$ cat config.mk
export PLATFORM = sky130hd
export DESIGN_NAME = hiaddr_decoder
export DESIGN_NICKNAME = d
export VERILOG_FILES = /design/src/rtl/hiaddr_pkg.sv /design/src/rtl/hiaddr_win.sv /design/src/rtl/hiaddr_ctrl.sv /design/src/rtl/hiaddr_dp.sv /design/src/rtl/hiaddr_decoder.sv
export SDC_FILE = /design/constraint.sdc
export NUM_CORES = 1
export LEC_CHECK = 0
export BUFFER_PORTS_ARGS = -buffer_cell sky130_fd_sc_hd__buf_2
export CAP_MARGIN = 20
export CORE_ASPECT_RATIO = 1.2
export CORE_MARGIN = 3
export CORE_UTILIZATION = 35
export DETAILED_ROUTE_END_ITERATION = 12
export PLACE_DENSITY = 0.5
export SKIP_LAST_GASP = 1
export SLEW_MARGIN = 20
export SYNTH_ARGS = -nofsm -noshare
export SYNTH_HDL_FRONTEND = slang
export SYNTH_SLANG_ARGS = --single-unit
$ cat constraint.sdc
create_clock -name clk -period 15.7 [get_ports clk]
set_input_delay 3.14 -clock clk [delete_from_list [all_inputs] [get_ports clk]]
set_output_delay 3.14 -clock clk [all_outputs]
set_load 0.005 [all_outputs]
$ cat src/rtl/hiaddr_pkg.sv
package hiaddr_pkg;
  typedef enum logic [3:0] {
    SEL_TOP       = 4'd0,
    SEL_NC_BASE   = 4'd1,
    SEL_NC_LIM    = 4'd2,
    SEL_LOC_BASE  = 4'd3,
    SEL_LOC_LIM   = 4'd4,
    SEL_GLB_BASE  = 4'd5,
    SEL_GLB_LIM   = 4'd6,
    SEL_PROT_BASE = 4'd7,
    SEL_PROT_LIM  = 4'd8
  } cfgSel_e;

  typedef struct packed {
    logic capture;
    logic cfgWrite;
  } strobe_t;

  localparam int TGT_MEM   = 0;
  localparam int TGT_PEER  = 1;
  localparam int TGT_SUB   = 2;
  localparam int TGT_ABORT = 3;
  localparam int TGT_W     = 4;

  localparam int WIN_NC   = 0;
  localparam int WIN_LOC  = 1;
  localparam int WIN_PROT = 2;
  localparam int NUM_WIN  = 3;
endpackage

$ cat src/rtl/hiaddr_win.sv
module hiaddr_win #(
  parameter int PAGE_W = 38
) (
  input  logic [PAGE_W-1:0] page,
  input  logic [PAGE_W-1:0] base,
  input  logic [PAGE_W-1:0] limit,
  output logic              hit
);
  logic enabled;
  assign enabled = (limit >= base);
  assign hit = enabled && (page >= base) && (page <= limit);
endmodule

$ cat src/rtl/hiaddr_ctrl.sv
module hiaddr_ctrl
  import hiaddr_pkg::*;
(
  input  logic    clk,
  input  logic    rstN,
  input  logic    reqValid,
  input  logic    rspReady,
  input  logic    cfgWrEn,
  output logic    reqReady,
  output logic    rspValid,
  output strobe_t strobe
);
  assign reqReady        = !rspValid || rspReady;
  assign strobe.capture  = reqValid && reqReady;
  assign strobe.cfgWrite = cfgWrEn && !reqValid && !rspValid;

  always_ff @(posedge clk) begin
    if (!rstN)              rspValid <= 1'b0;
    else if (strobe.capture) rspValid <= 1'b1;
    else if (rspReady)       rspValid <= 1'b0;
  end

  assert_latency_R1: assert property (@(posedge clk) disable iff (!rstN)
    strobe.capture |=> rspValid);
  assert_hold_R11: assert property (@(posedge clk) disable iff (!rstN)
    (rspValid && !rspReady) |=> rspValid);
  assert_cfg_gate_R12: assert property (@(posedge clk) disable iff (!rstN)
    strobe.cfgWrite |-> (!reqValid && !rspValid));
endmodule

$ cat src/rtl/hiaddr_dp.sv
module hiaddr_dp
  import hiaddr_pkg::*;
#(
  parameter int ADDR_W = 64,
  parameter int GRAN_W = 26
) (
  input  logic                     clk,
  input  logic                     rstN,
  input  strobe_t                  strobe,
  input  logic [3:0]               cfgSel,
  input  logic [ADDR_W-GRAN_W-1:0] cfgData,
  input  logic [ADDR_W-1:0]        reqAddr,
  input  logic                     reqInbound,
  input  logic                     reqNoSnoop,
  input  logic                     subPresent,
  output logic [TGT_W-1:0]         rspTarget,
  output logic                     rspCoherent,
  output logic                     rspDecodeErr,
  output logic                     cfgMismatch
);
  localparam int PAGE_W = ADDR_W - GRAN_W;
  localparam logic [PAGE_W-1:0] LOW_PAGES = PAGE_W'(1) << (32 - GRAN_W);

  logic [PAGE_W-1:0] topReg;
  logic [PAGE_W-1:0] glbBase, glbLim;
  logic [PAGE_W-1:0] winBase [NUM_WIN];
  logic [PAGE_W-1:0] winLim  [NUM_WIN];
  logic [NUM_WIN-1:0] winHit;
  logic [PAGE_W-1:0] page;

  assign page = reqAddr[ADDR_W-1:GRAN_W];

  // configuration registers
  always_ff @(posedge clk) begin
    if (!rstN) begin
      topReg  <= '0;
      glbBase <= '1;
      glbLim  <= '0;
      for (int i = 0; i < NUM_WIN; i++) begin
        winBase[i] <= '1;
        winLim[i]  <= '0;
      end
    end else if (strobe.cfgWrite) begin
      case (cfgSel_e'(cfgSel))
        SEL_TOP:       topReg            <= cfgData;
        SEL_NC_BASE:   winBase[WIN_NC]   <= cfgData;
        SEL_NC_LIM:    winLim[WIN_NC]    <= cfgData;
        SEL_LOC_BASE:  winBase[WIN_LOC]  <= cfgData;
        SEL_LOC_LIM:   winLim[WIN_LOC]   <= cfgData;
        SEL_GLB_BASE:  glbBase           <= cfgData;
        SEL_GLB_LIM:   glbLim            <= cfgData;
        SEL_PROT_BASE: winBase[WIN_PROT] <= cfgData;
        SEL_PROT_LIM:  winLim[WIN_PROT]  <= cfgData;
        default: ;
      endcase
    end
  end

  assign cfgMismatch = (glbBase != winBase[WIN_LOC]) || (glbLim != winLim[WIN_LOC]);

  // window comparators
  for (genvar w = 0; w < NUM_WIN; w++) begin : g_win
    hiaddr_win #(.PAGE_W(PAGE_W)) win_i (
      .page (page),
      .base (winBase[w]),
      .limit(winLim[w]),
      .hit  (winHit[w])
    );
  end

  logic below4g, hiMem;
  assign below4g = page < LOW_PAGES;
  assign hiMem   = !below4g && (page < topReg);

  logic [TGT_W-1:0] tgtN;
  logic cohN, errN, subRoute;

  always_comb begin
    tgtN = '0;
    cohN = 1'b0;
    errN = 1'b0;
    subRoute = 1'b0;
    if (below4g) begin
      subRoute = 1'b1;
    end else if (reqInbound) begin
      if (winHit[WIN_PROT]) begin
        tgtN[TGT_ABORT] = 1'b1;
        errN = 1'b1;
      end else if (hiMem) begin
        tgtN[TGT_MEM] = 1'b1;
        cohN = !winHit[WIN_NC] && !reqNoSnoop;
      end else if (winHit[WIN_LOC]) begin
        tgtN[TGT_PEER] = 1'b1;
      end else begin
        subRoute = 1'b1;
      end
    end else begin
      if (hiMem)                subRoute = 1'b1;
      else if (winHit[WIN_LOC]) tgtN[TGT_PEER] = 1'b1;
      else                      subRoute = 1'b1;
    end
    if (subRoute) begin
      if (subPresent) tgtN[TGT_SUB]   = 1'b1;
      else            tgtN[TGT_ABORT] = 1'b1;
    end
  end

  always_ff @(posedge clk) begin
    if (!rstN) begin
      rspTarget    <= '0;
      rspCoherent  <= 1'b0;
      rspDecodeErr <= 1'b0;
    end else if (strobe.capture) begin
      rspTarget    <= tgtN;
      rspCoherent  <= cohN;
      rspDecodeErr <= errN;
    end
  end

  assert_prot_abort_R3: assert property (@(posedge clk) disable iff (!rstN)
    (strobe.capture && reqInbound && !below4g && winHit[WIN_PROT])
      |=> (rspTarget[TGT_ABORT] && rspDecodeErr));
  assert_coh_mem_R4: assert property (@(posedge clk) disable iff (!rstN)
    rspCoherent |-> rspTarget[TGT_MEM]);
  assert_nosnoop_R5: assert property (@(posedge clk) disable iff (!rstN)
    (strobe.capture && reqNoSnoop) |=> !rspCoherent);
  assert_onehot_R1: assert property (@(posedge clk) disable iff (!rstN)
    strobe.capture |=> $onehot(rspTarget));
  assert_stable_R11: assert property (@(posedge clk) disable iff (!rstN)
    !strobe.capture |=> $stable(rspTarget));
endmodule

$ cat src/rtl/hiaddr_decoder.sv
module hiaddr_decoder
  import hiaddr_pkg::*;
#(
  parameter int ADDR_W = 64,
  parameter int GRAN_W = 26
) (
  input  logic                     clk,
  input  logic                     rstN,
  input  logic                     cfgWrEn,
  input  logic [3:0]               cfgSel,
  input  logic [ADDR_W-GRAN_W-1:0] cfgData,
  input  logic                     reqValid,
  output logic                     reqReady,
  input  logic [ADDR_W-1:0]        reqAddr,
  input  logic                     reqInbound,
  input  logic                     reqNoSnoop,
  input  logic                     subPresent,
  output logic                     rspValid,
  input  logic                     rspReady,
  output logic [3:0]               rspTarget,
  output logic                     rspCoherent,
  output logic                     rspDecodeErr,
  output logic                     cfgMismatch
);
  strobe_t strobe;

  hiaddr_ctrl ctrl_i (
    .clk     (clk),
    .rstN    (rstN),
    .reqValid(reqValid),
    .rspReady(rspReady),
    .cfgWrEn (cfgWrEn),
    .reqReady(reqReady),
    .rspValid(rspValid),
    .strobe  (strobe)
  );

  hiaddr_dp #(.ADDR_W(ADDR_W), .GRAN_W(GRAN_W)) dp_i (
    .clk         (clk),
    .rstN        (rstN),
    .strobe      (strobe),
    .cfgSel      (cfgSel),
    .cfgData     (cfgData),
    .reqAddr     (reqAddr),
    .reqInbound  (reqInbound),
    .reqNoSnoop  (reqNoSnoop),
    .subPresent  (subPresent),
    .rspTarget   (rspTarget),
    .rspCoherent (rspCoherent),
    .rspDecodeErr(rspDecodeErr),
    .cfgMismatch (cfgMismatch)
  );
endmodule

* After elaboration in Yosys (flattened, before gate mapping)
Memory sizes are Yosys's and may differ from the RTL's.
Index checks and enable logic that the tools add are counted.
** Word-level totals
- Register bits :: 121
- Bits in latches :: 0
- RAM bits :: 228
- ROM bits :: 0
- Output and inout port bits :: 9
- Logic and storage cells :: 115
- Memories :: 2
** Operators by class
- Add/sub/neg operators :: 0
- Multipliers :: 0
- Divide/modulo/power cells :: 0
- Order comparisons :: 11
- Equal/unequal tests :: 10
- Shifts and indexed selects :: 0
- Mux-type cells :: 56
- Bitwise operators :: 6
- Reductions and logical operators :: 23
** Memory list
- dp_i.winBase :: depth 3, width 38, rd ports 3, clocked after memory_dff 0, write ports 3, RTL line hiaddr_dp.sv:26 : logic [PAGE_W-1:0] winBase [NUM_WIN];
- dp_i.winLim :: depth 3, width 38, rd ports 3, clocked after memory_dff 0, write ports 3, RTL line hiaddr_dp.sv:27 : logic [PAGE_W-1:0] winLim [NUM_WIN];
** Operator list (number)
- 38-bit greater-or-equal comparator :: 6
- 38-bit two-way mux :: 6
- 38-bit less-or-equal comparator :: 3
- 38-bit != test :: 2
- 1-bit two-way mux :: 47
- 38-bit less-than comparator :: 1
- 38-bit by 7-bit less-than comparator with 1-bit output, second input constant :: 1
- 4-bit by 3-bit == test with 1-bit output, second input constant :: 4
- 1-bit logical AND :: 11
- 4-bit by 2-bit == test with 1-bit output, second input constant :: 2
- 2-bit two-way mux :: 3
- 1-bit OR :: 6
- 2-bit AND reduction :: 3
- 1-bit zero test :: 5
- 4-bit by 1-bit == test with 1-bit output, second input constant :: 1
- 4-bit == test, second input constant :: 1
- 4-bit zero test :: 1
- 1-bit logical OR :: 2
- 2-bit nonzero test :: 1

* Longest topological paths before layout
Gate-level depths: netlist (run 1).
- Depth in word-level cells :: 9
- Depth in mapped cells :: 11
- Depth with buffers taken out :: 11

* Cells and area by module
Synthesis (run 1) repeated with hierarchy kept, for this count alone.
** Unflattened totals
- Cell total of the unflattened synthesis :: 2212
- Area total of the unflattened synthesis :: 21917.3 µm²
** Modules (own cells, without submodules)
- hiaddr_dp :: instances 1, cells an instance 1105, area an instance 13725.7 µm², sequential area each 9248.9 µm²
- hiaddr_win :: instances 3, cells an instance 367, area an instance 2708.8 µm², sequential area each 0.0 µm²
- hiaddr_ctrl :: instances 1, cells an instance 6, area an instance 65.1 µm², sequential area each 20.0 µm²

* Least setup slack after synthesis (run 1)
OpenSTA, ideal clock, no wires.
- Path kind :: input-to-reg
- Start point :: input port reqValid
- End point :: memory dp_i.winBase[0][0], enable pin
- Library setup time :: 491 ps
- Data arrival time :: 6690 ps
- Setup slack :: 8519 ps
- Stages :: 4
- Buffers on the path :: 0
- Path through :: inv_1 nand3b_1 or3b_2 o31ai_1
** RTL lines
- from (decl) :: RTL line hiaddr_decoder.sv:12 : input logic reqValid,
- to (decl) :: RTL line hiaddr_dp.sv:26

* Worst setup path in the final report (run 1)
- Start point :: input port rspReady
- End point :: output port reqReady
** On the way
- Longest elaborated chain between the ends :: 1
** Ends and longest elaborated chain
- from (decl) :: RTL line hiaddr_decoder.sv:19 : input logic rspReady,
- 1-bit logical OR :: RTL line hiaddr_ctrl.sv:13 : assign reqReady = !rspValid || rspReady;
- to (decl) :: RTL line hiaddr_decoder.sv:13 : output logic reqReady,
No other way between the ends.

==> results.txt, run 1 <==
final worst slack: 8.93 ns
Slew headroom: 27.2%
Initial Util: 35.4%
# setup viols final: 0
Mapped Nets: 2,685
routability cong.: 0.893
gr ovfl total: 0
post-synth top area share: 31.7%
fill cell count: 6,009
antenna violations before repair: 2
core area: 0.0609 mm^2
number of synthesized register bits: 349
Layout Cells excl Fill: 3,144
library cells used by synthesis: 67
Worst path depth: 3
die width: 233 um
I/O pin total: 123
f_max: 148 MHz
vias per inst: 5.30
layout cells sized above 1: 9.72%
crit-path cells: buf_2, or2b_1, buf_2
MaxCap Viol Count: 0
Cell Pwr Density: 92.8 mW/mm^2
post-synthesis cell area: 0.0216 mm^2
CP endpoint kind: output pin
top_reg_cell synth: edfxtp_1
Crit-path slowest cell: or2b_1
CTS tree: built
Global Route Usage Sum: 22.8%
Reg clk slew, reported paths: 0.06 ns
Detailed Place HPWL: 54,900 um
multi-input combinational cell area: 0.0112 mm^2
Worst Path Class, Setup: input pin to output pin
count of input and output buffers: 96
Sink Count: 349
hold path depth: 2
Worst-Skew Late Latency: 0.58 ns
post-synthesis async set-or-reset flop share: 0%
Avg Inst Size Synth: 9.84 um^2
hold_buf cts: 0
number of global-route vias before repair: 16,800
row count: 99
commonest non-fill, non-tap cell in the layout: ha_1
RSZ-0062 raised after global routing: no
outcome: finished, final reports clean
WP data required: 12.56 ns
commonest cells after routing, fill and taps aside: 379 x ha_1, 308 x nand2_1, 273 x inv_1
fin. max-slew vios: 0
final hold violations: 0
CTS buffer count: 41
P&R area growth vs syn: 13.4%
Chip Height: 278 um
Register Area: 0.00927 mm^2
Seq/Total Area, Yosys: 43.0%
Area after DPL: 0.0231 mm^2
Clock H-tree levels: 2
Fin Clk Skew: 0.0245 ns
ant diodes: 0
worst r2r path cells: 10
CTS Buffer Depth: 3
Yosys top cell by area: edfxtp_1
antenna-violating nets left: 0
CP max FO: 4
Min-Delay Path Class: flop to flop
WL final: 73,900 um
Worst-Margin Slew: 1.09 ns
CP arrival: 3.63 ns
post-synthesis cell count: 2,192
post_cts resized: 0
dpl cells: 3,068
Setup Total Neg Slack: 0 ns
most frequent CP cell: buf_2
hold slack: 0.452 ns
post-layout minimum cycle time: 6.77 ns
# DRC: 0
post-route cell area: 0.0245 mm^2
Synth Warn #: 0
Buf/Inv on CP: 2
die area: 0.0647 mm^2
Place WS: 8.69 ns
first-pass GRT wire length: 109,000 um
leakage power: 0.0108 uW
EDFF count, synth: 228
# nets final: 2,796
initial detailed-routing violation count: 1,067
drt pass-1 iters: 5
part of the cycle the worst path needs: 43.1%
Top delay family on crit path: simple AND/OR/NAND/NOR gates
largest cells by area after synthesis: edfxtp_1 32%, ha_1 22%, dfxtp_1 11%, nand2_1 5.4%, inv_1 4.7%
CTS root buf: clkbuf_16
largest net degree at the start of global routing: 56
Routed wire per std cell: 23.5 um
postcts setup bufs: 0
vias post-DR: 16,700
Largest stage delay, worst path: 0.26 ns
startpoint class of the critical path: input pin
Max IR drop VDD: 0.0000689 V
-- Yosys cell counts (all sizes together), types with 24 or more instances --
cell      n
inv     274
nor4     24
a21o     54
nor2     46
nand4    75
dfxtp   121
edfxtp  228
o21ai    64
a21oi   201
or2      44
ha      379
clkbuf   45
and2     41
xnor2    60
nand2   310
nand3    62
-- final cells by class --
type	count	area share [%]
Multi-Input combinational cell	1522	45.8
Timing Repair Buffer	115	2.55
Inverter	274	4.21
Sequential cell	349	37.9
Tap cell	808	4.13
Clock inverter	27	1.14
Clock buffer	49	4.32
-- worst reg2reg max path, delay by kind of cell (launching register included) --
kind | cells | cell delay, ns
AO/OA/AOI/OAI | 5 | 1.83
buffers and inverters | 1 | 0.07
flip-flops | 1 | 0.32
AND/OR/NAND/NOR | 3 | 1.39
adder cells (fa/ha/maj) | 1 | 0.32
-- through the flow --
| stage | utilization [%] | total power, uW |
|---|---|---|
| finish | 40.2 | 2270 |
| global route | 40.2 | 2360 |
| global placement | 38.0 | 1300 |
| floorplan | - | 1190 |
| CTS | 40.2 | 2290 |
| detailed placement | 38.0 | 1310 |
-- sequential cells by signal (all words and copies together), names as in the netlist --
signal / flops
dp_i.glbLim: 38
dp_i.glbBase: 38
dp_i.rspDecodeErr: 1
dp_i.winLim: 114
dp_i.winBase: 114
dp_i.topReg: 38
dp_i.rspCoherent: 1
dp_i.rspTarget: 4
ctrl_i.rspValid: 1
-- power by group --
part	internal [uW]	leakage, uW	switching, uW
Sequential	1000	0.00309	18.7
Clock	554	0.000639	423
Combinational	94.0	0.00709	177
Total	1650	0.0108	619
-- per-layer routing --
metal / routed length [um] / part of all wire [%] / track usage (%) / vias up
li1: - / - / - / 8025
met1: 31600 / 43 / 28.8 / 8138
met2: 36600 / 50 / 40.2 / 381
met3: 2710 / 3.7 / 2.35 / 121
met4: 2860 / 3.9 / 8.18 / 2
met5: 17 / 0.023 / 0 / -
-- cell families (layout without fill, tap and decap cells) --
kind of cell             Yosys count  count (layout)  share of synthesized area (%)
AND/OR/NAND/NOR                  665             665                           15.1
AO/OA/AOI/OAI                    401             401                           11.3
adder cells (fa/ha/maj)          379             379                           22.0
flip-flops                       349             349                           43.0
buffers and inverters            321             465                           5.58
XOR/XNOR                          77              77                           3.13
-- worst paths after layout --
path	start	endpoint	slack (ns)
worst max register to register	dp_i.winBase[0][104]$_DFFE_PP_	dp_i.rspTarget[2]$_SDFFE_PN0P_	11.67
worst max-delay path	rspReady	reqReady	8.93
worst min-delay path	dp_i.topReg[3]$_SDFFE_PN0P_	dp_i.topReg[3]$_SDFFE_PN0P_	0.45
worst min register to register	dp_i.topReg[3]$_SDFFE_PN0P_	dp_i.topReg[3]$_SDFFE_PN0P_	0.45
Note: power is estimated with default switching activity, not from simulation.
==> inputs of run 2 (changes only) <==
--- a/config.mk
+++ b/config.mk
@@ -11,7 +11,7 @@
 export CORE_MARGIN = 3
 export CORE_UTILIZATION = 35
 export DETAILED_ROUTE_END_ITERATION = 12
-export PLACE_DENSITY = 0.5
+export PLACE_DENSITY = 0.51
 export SKIP_LAST_GASP = 1
 export SLEW_MARGIN = 20
 export SYNTH_ARGS = -nofsm -noshare
==> constraint.sdc (replaced) <==
create_clock -name clk -period 5.8 [get_ports clk]
set_input_delay 1.16 -clock clk [delete_from_list [all_inputs] [get_ports clk]]
set_output_delay 1.16 -clock clk [all_outputs]
set_load 0.005 [all_outputs]
==> results.txt, run 2 (synthesis gave the netlist of run 1 again) <==
outcome: finished, final reports clean (unchanged)
Setup Total Neg Slack: 0 ns (unchanged)
Pint: 4640 uW (was 1650 uW)
Max IR drop VDD: 0.000188 V (was 0.0000689 V)
routability cong.: 0.898 (was 0.893)
fin. max-slew vios: 0 (unchanged)
Slew headroom: 23.9% (was 27.2%)
Clock H-tree levels: 2 (unchanged)
CP startpoint: reqAddr[54] (was rspReady)
MaxCap Viol Count: 0 (unchanged)
Reg2Reg Launch Point: dp_i.winLim[0][83]$_DFFE_PP_ (was dp_i.winBase[0][104]$_DFFE_PP_)
Worst-Skew Late Latency: 0.57 ns (was 0.58 ns)
Sequential Power Share: 44.0% (was 45.0%)
CTS root buf: clkbuf_16 (unchanged)
part of the cycle the worst path needs: 67.4%
final hold violations: 0 (unchanged)
Initial Util: 35.4% (unchanged)
drt pass-1 iters: 5 (unchanged)
Net Sw Frac: 26.2% (was 27.3%)
Switch Pwr: 1640 uW (was 619 uW)
Cell Pwr Density: 255 mW/mm^2 (was 92.8 mW/mm^2)
Largest stage delay, worst path: 0.69 ns (was 0.26 ns)
Reg2Reg Capture Point: dp_i.rspTarget[2]$_SDFFE_PN0P_ (unchanged)
WP data required: 6.26 ns (was 12.56 ns)
Chip Height: 278 um (unchanged)
CTS buffer count: 41 (unchanged)
CP arrival: 4.37 ns (was 3.63 ns)
CP max FO: 8 (was 4)
Crit-path slowest cell: a221oi_2 (was or2b_1)
# nets final: 2,801 (was 2,796)
most frequent CP cell: a31oi_1 (was buf_2)
layout cells sized above 1: 9.95% (was 9.72%)
row count: 99 (unchanged)
multi-input combinational cell area: 0.0112 mm^2 (about the same)
first-pass GRT wire length: 108,000 um (was 109,000 um)
commonest cells after routing, fill and taps aside: 379 x ha_1, 308 x nand2_1, 273 x inv_1 (unchanged)
Critical Path End: dp_i.rspTarget[2]$_SDFFE_PN0P_ (was reqReady)
CP endpoint kind: flop (was output pin)
commonest non-fill, non-tap cell in the layout: ha_1 (unchanged)
postcts setup bufs: 0 (unchanged)
Clk network pwr share: 44.2% (was 43.1%)
largest net degree at the start of global routing: 50 (was 56)
CTS tree: built (unchanged)
# DRC: 0 (unchanged)
die area: 0.0647 mm^2 (unchanged)
Sink Count: 349 (unchanged)
antenna-violating nets left: 0 (unchanged)
Reg clk slew, reported paths: 0.06 ns (about the same)
post-layout minimum cycle time: 3.91 ns
post_cts resized: 0 (unchanged)
CTS Buffer Depth: 3 (unchanged)
Gate power share: 11.7% (was 11.9%)
Routed wire per std cell: 23.2 um (was 23.5 um)
r2r setup slk: 2.15 ns (was 11.67 ns)
Global Route Usage Sum: 22.4% (was 22.8%)
number of global-route vias before repair: 17,000 (was 16,800)
I/O pin total: 123 (unchanged)
worst r2r path cells: 10 (unchanged)
# setup viols final: 0 (unchanged)
Register Area: 0.00927 mm^2 (unchanged)
biggest regs: dp_i.winBase (114), dp_i.winLim (114) (unchanged)
core area: 0.0609 mm^2 (unchanged)
hold_buf cts: 0 (unchanged)
P&R area growth vs syn: 14.0% (was 13.4%)
initial detailed-routing violation count: 898 (was 1,067)
leakage power: 0.0109 uW (was 0.0108 uW)
vias per inst: 5.31 (was 5.30)
final design utilization: 40.4% (was 40.2%)
Worst-Margin Slew: 1.14 ns (was 1.09 ns)
die width: 233 um (unchanged)
crit-path cells: buf_2, ha_1, nand4_1, nor4_1, nand2_1, a31oi_1, a2111oi_2, a221oi_2, a31oi_1, a32o_2 (was buf_2, or2b_1, buf_2)
WL final: 72,900 um (was 73,900 um)
ant diodes: 0 (unchanged)
Fin Clk Skew: 0.0164 ns (was 0.0245 ns)
vias post-DR: 16,700 (about the same)
RSZ-0062 raised after global routing: no (unchanged)
antenna violations before repair: 1 (was 2)
f_max: 256 MHz
Min-Delay Path Class: flop to flop (unchanged)
startpoint class of the critical path: input pin (unchanged)
gr ovfl total: 0 (unchanged)
fill cell count: 6,000 (was 6,009)
count of input and output buffers: 96 (unchanged)
Detailed Place HPWL: 55,800 um (was 54,900 um)
Worst Path Class, Setup: input pin to flop (was input pin to output pin)
==> run 2: power groups by stage <==
stage	Sequential (uW)	Combinational (uW)	Clock [uW]
floorplan	2800	412	0
global placement	2820	709	0
detailed placement	2820	736	0
CTS	2770	742	2830
global route	2770	827	2910
finish	2770	738	2780
==> run 2: final cells by class <==
type / count / area share, %
tap: 808 / 4.11
clock buffer: 52 / 4.63
multi-input combinational: 1522 / 45.5
sequential: 349 / 37.7
inverter: 274 / 4.19
clock inverter: 24 / 1.18
timing repair buffer: 120 / 2.72
==> run 2: worst max-delay path, delay by kind of cell <==
family / cells / cell delay [ns]
compound gates: 5 / 1.65
fa+ha+maj: 1 / 0.35
buf+inv: 1 / 0.19
simple gates: 3 / 1.01
==> run 2: worst min path at each step <==
stage | slack (ns) | cells after the start | from | endpoint
6_report | 0.45 | 2 | dp_i.topReg[21]$_SDFFE_PN0P_ | dp_i.topReg[21]$_SDFFE_PN0P_
5_1_grt | 0.48 | 2 | dp_i.topReg[5]$_SDFFE_PN0P_ | dp_i.topReg[5]$_SDFFE_PN0P_
4_1_cts | 0.46 | 2 | dp_i.topReg[17]$_SDFFE_PN0P_ | dp_i.topReg[17]$_SDFFE_PN0P_
3_5_place_dp | 0.45 | 2 | dp_i.topReg[0]$_SDFFE_PN0P_ | dp_i.topReg[0]$_SDFFE_PN0P_
3_3_place_gp | 0.44 | 2 | dp_i.topReg[0]$_SDFFE_PN0P_ | dp_i.topReg[0]$_SDFFE_PN0P_
2_1_floorplan | 0.43 | 2 | dp_i.topReg[0]$_SDFFE_PN0P_ | dp_i.topReg[0]$_SDFFE_PN0P_
==> run 2: routing by layer <==
metal | share of wire [%] | global-route usage [%] | wire (um)
met1 | 42 | 28.5 | 31000
met2 | 49 | 38.8 | 35800
met3 | 4.2 | 2.46 | 3030
met4 | 4.3 | 8.96 | 3140
met5 | 0 | 0 | 0
==> run 2: per-stage QoR <==
stage	total power, uW	cells	area (um^2)	hold slack, ns	setup slack [ns]
finish	6280	3149	24600	0.453	1.89
global route	6510	3149	24600	0.477	1.82
CTS	6330	3149	24600	0.455	1.88
detailed placement	3550	3073	23200	0.446	1.29
global placement	3530	3072	23200	0.441	1.27
floorplan	3220	2192	21600	0.432	0.599
==> inputs of run 3 (changes only) <==
==> constraint.sdc (replaced) <==
create_clock -name clk -period 3.5 [get_ports clk]
set_input_delay 0.7 -clock clk [delete_from_list [all_inputs] [get_ports clk]]
set_output_delay 0.7 -clock clk [all_outputs]
set_load 0.005 [all_outputs]
==> results.txt, run 3 (synthesis gave the netlist of run 1 again) <==
Worst-Skew Late Latency: 0.57 ns (about the same)
CTS buffer count: 40 (was 41)
Fin Clk Skew: 0.0238 ns (was 0.0164 ns)
Largest stage delay, worst path: 0.50 ns (was 0.69 ns)
gr ovfl total: 0 (unchanged)
antenna-violating nets left: 0 (unchanged)
Global Route Usage Sum: 23.0% (was 22.4%)
biggest regs: dp_i.winBase (114), dp_i.winLim (114) (unchanged)
Max IR drop VDD: 0.000389 V (was 0.000188 V)
crit-path cells: xnor2_1, nand4_1, nor4_1, nand4_1, buf_2 (was buf_2, ha_1, nand4_1, nor4_1, nand2_1, a31oi_1, a2111oi_2, a221oi_2, a31oi_1, a32o_2)
most frequent CP cell: nand4_1 (was a31oi_1)
Slew headroom: 33.8% (was 23.9%)
Worst Path Class, Setup: flop to output pin (was input pin to flop)
fin. max-slew vios: 0 (unchanged)
CP startpoint: dp_i.winLim[0][68]$_DFFE_PP_ (was reqAddr[54])
MaxCap Viol Count: 0 (unchanged)
Clock H-tree levels: 2 (unchanged)
# DRC: 0 (unchanged)
P&R area growth vs syn: 19.1% (was 14.0%)
RSZ-0062 raised after global routing: no (unchanged)
drt pass-1 iters: 5 (unchanged)
# setup viols final: 0 (unchanged)
fill cell count: 5,953 (was 6,000)
# nets final: 2,936 (was 2,801)
CTS root buf: clkbuf_16 (unchanged)
CP arrival: 2.68 ns (was 4.37 ns)
commonest non-fill, non-tap cell in the layout: ha_1 (unchanged)
Routed wire per std cell: 22.6 um (was 23.2 um)
Detailed Place HPWL: 57,600 um (was 55,800 um)
CP endpoint kind: output pin (was flop)
first-pass GRT wire length: 110,000 um (was 108,000 um)
final worst slack: 0.121 ns (was 1.89 ns)
CP max FO: 3 (was 8)
leakage power: 0.0116 uW (was 0.0109 uW)
part of the cycle the worst path needs: 96.6%
antenna violations before repair: 1 (unchanged)
Place WS: -0.483 ns (was 1.29 ns)
hold path startpoint: cfgData[34] (was dp_i.topReg[21]$_SDFFE_PN0P_)
Crit-path slowest cell: edfxtp_1 (was a221oi_2)
CTS Buffer Depth: 3 (unchanged)
core area: 0.0609 mm^2 (unchanged)
Cell Pwr Density: 403 mW/mm^2 (was 255 mW/mm^2)
I/O pin total: 123 (unchanged)
WP data required: 2.80 ns (was 6.26 ns)
startpoint class of the critical path: flop (was input pin)
initial detailed-routing violation count: 1,182 (was 898)
CTS tree: built (unchanged)
Reg2Reg Launch Point: dp_i.winLim[0][87]$_DFFE_PP_ (was dp_i.winLim[0][83]$_DFFE_PP_)
Min-Delay Path Class: input pin to flop (was flop to flop)
Worst-Margin Slew: 0.993 ns (was 1.14 ns)
f_max: 296 MHz
count of input and output buffers: 96 (unchanged)
Sink Count: 349 (unchanged)
Chip Height: 278 um (unchanged)
commonest cells after routing, fill and taps aside: 379 x ha_1, 308 x nand2_1, 273 x inv_1 (unchanged)
hold_buf cts: 0 (unchanged)
outcome: finished, final reports clean (unchanged)
ant diodes: 0 (unchanged)
final hold violations: 0 (unchanged)
layout cells sized above 1: 15.0% (was 9.95%)
Initial Util: 35.4% (unchanged)
vias post-DR: 17,200 (was 16,700)
Reg clk slew, reported paths: 0.06 ns (about the same)
die width: 233 um (unchanged)
number of global-route vias before repair: 17,300 (was 17,000)
row count: 99 (unchanged)
Setup Total Neg Slack: 0 ns (unchanged)
post-layout minimum cycle time: 3.38 ns
vias per inst: 5.22 (was 5.31)
routability cong.: 0.930 (was 0.898)
WL final: 74,300 um (was 72,900 um)
die area: 0.0647 mm^2 (unchanged)
largest net degree at the start of global routing: 56 (was 50)
run 3: power breakdown:
group / leakage (uW) / switching (uW) / internal (uW)
clock: 0.000674 / 1810 / 2590
sequential: 0.00309 / 84.0 / 4500
combinational: 0.00781 / 830 / 545
total: 0.0116 / 2720 / 7630
run 3: stage by stage:
step | power (uW) | utilization [%] | instances | hold WS [ns] | instance area [um^2]
after floorplan | 5330 | - | 2192 | 0.432 | 21600
after global placement | 6000 | 39.9 | 3209 | 0.441 | 24300
after detailed placement | 6040 | 39.9 | 3209 | 0.447 | 24300
after CTS | 10500 | 42.1 | 3283 | 0.380 | 25700
after global routing | 10800 | 42.2 | 3283 | 0.418 | 25700
final | 10400 | 42.2 | 3283 | 0.413 | 25700
run 3: area by class of cell:
| cell class | count | area (um^2) | area share (%) |
|---|---|---|---|
| clock inverter | 25 | 285 | 1.11 |
| multi-input combinational | 1522 | 11200 | 43.7 |
| timing repair buffer | 256 | 1810 | 7.03 |
| tap | 808 | 1010 | 3.93 |
| clock buffer | 49 | 1080 | 4.19 |
| inverter | 274 | 1030 | 4.01 |
| sequential | 349 | 9270 | 36.1 |
run 3: what timing repair did:
action,4_1_cts,5_1_grt
hold endpoints to repair,0,0
endpoints found under the setup margin,3,1
gates resized for setup,2,2
buffers inserted,0,0
run 3: layer usage:
layer  global-route usage [%]  wire [um]
met4                     7.20       2480
met5                        0          0
met3                     2.40       2530
met2                     40.9      37200
met1                     29.3      32100
run 3: final timing paths:
check / endpoint / slack, ns / depth (start not counted)
min reg2reg: dp_i.topReg[16]$_SDFFE_PN0P_ / 0.45 / 2
max: cfgMismatch / 0.12 / 5
min: dp_i.topReg[34]$_SDFFE_PN0P_ / 0.41 / 3
max reg2reg: dp_i.rspTarget[2]$_SDFFE_PN0P_ / 0.21 / 13
run 3: worst max-delay path: cells and delay by family, from the launching register on:
family | cells | cell delay, ns
xor gates and xnor gates | 1 | 0.48
and+or+nand+nor | 3 | 0.91
buffers and inverters | 1 | 0.22
DFF | 1 | 0.50
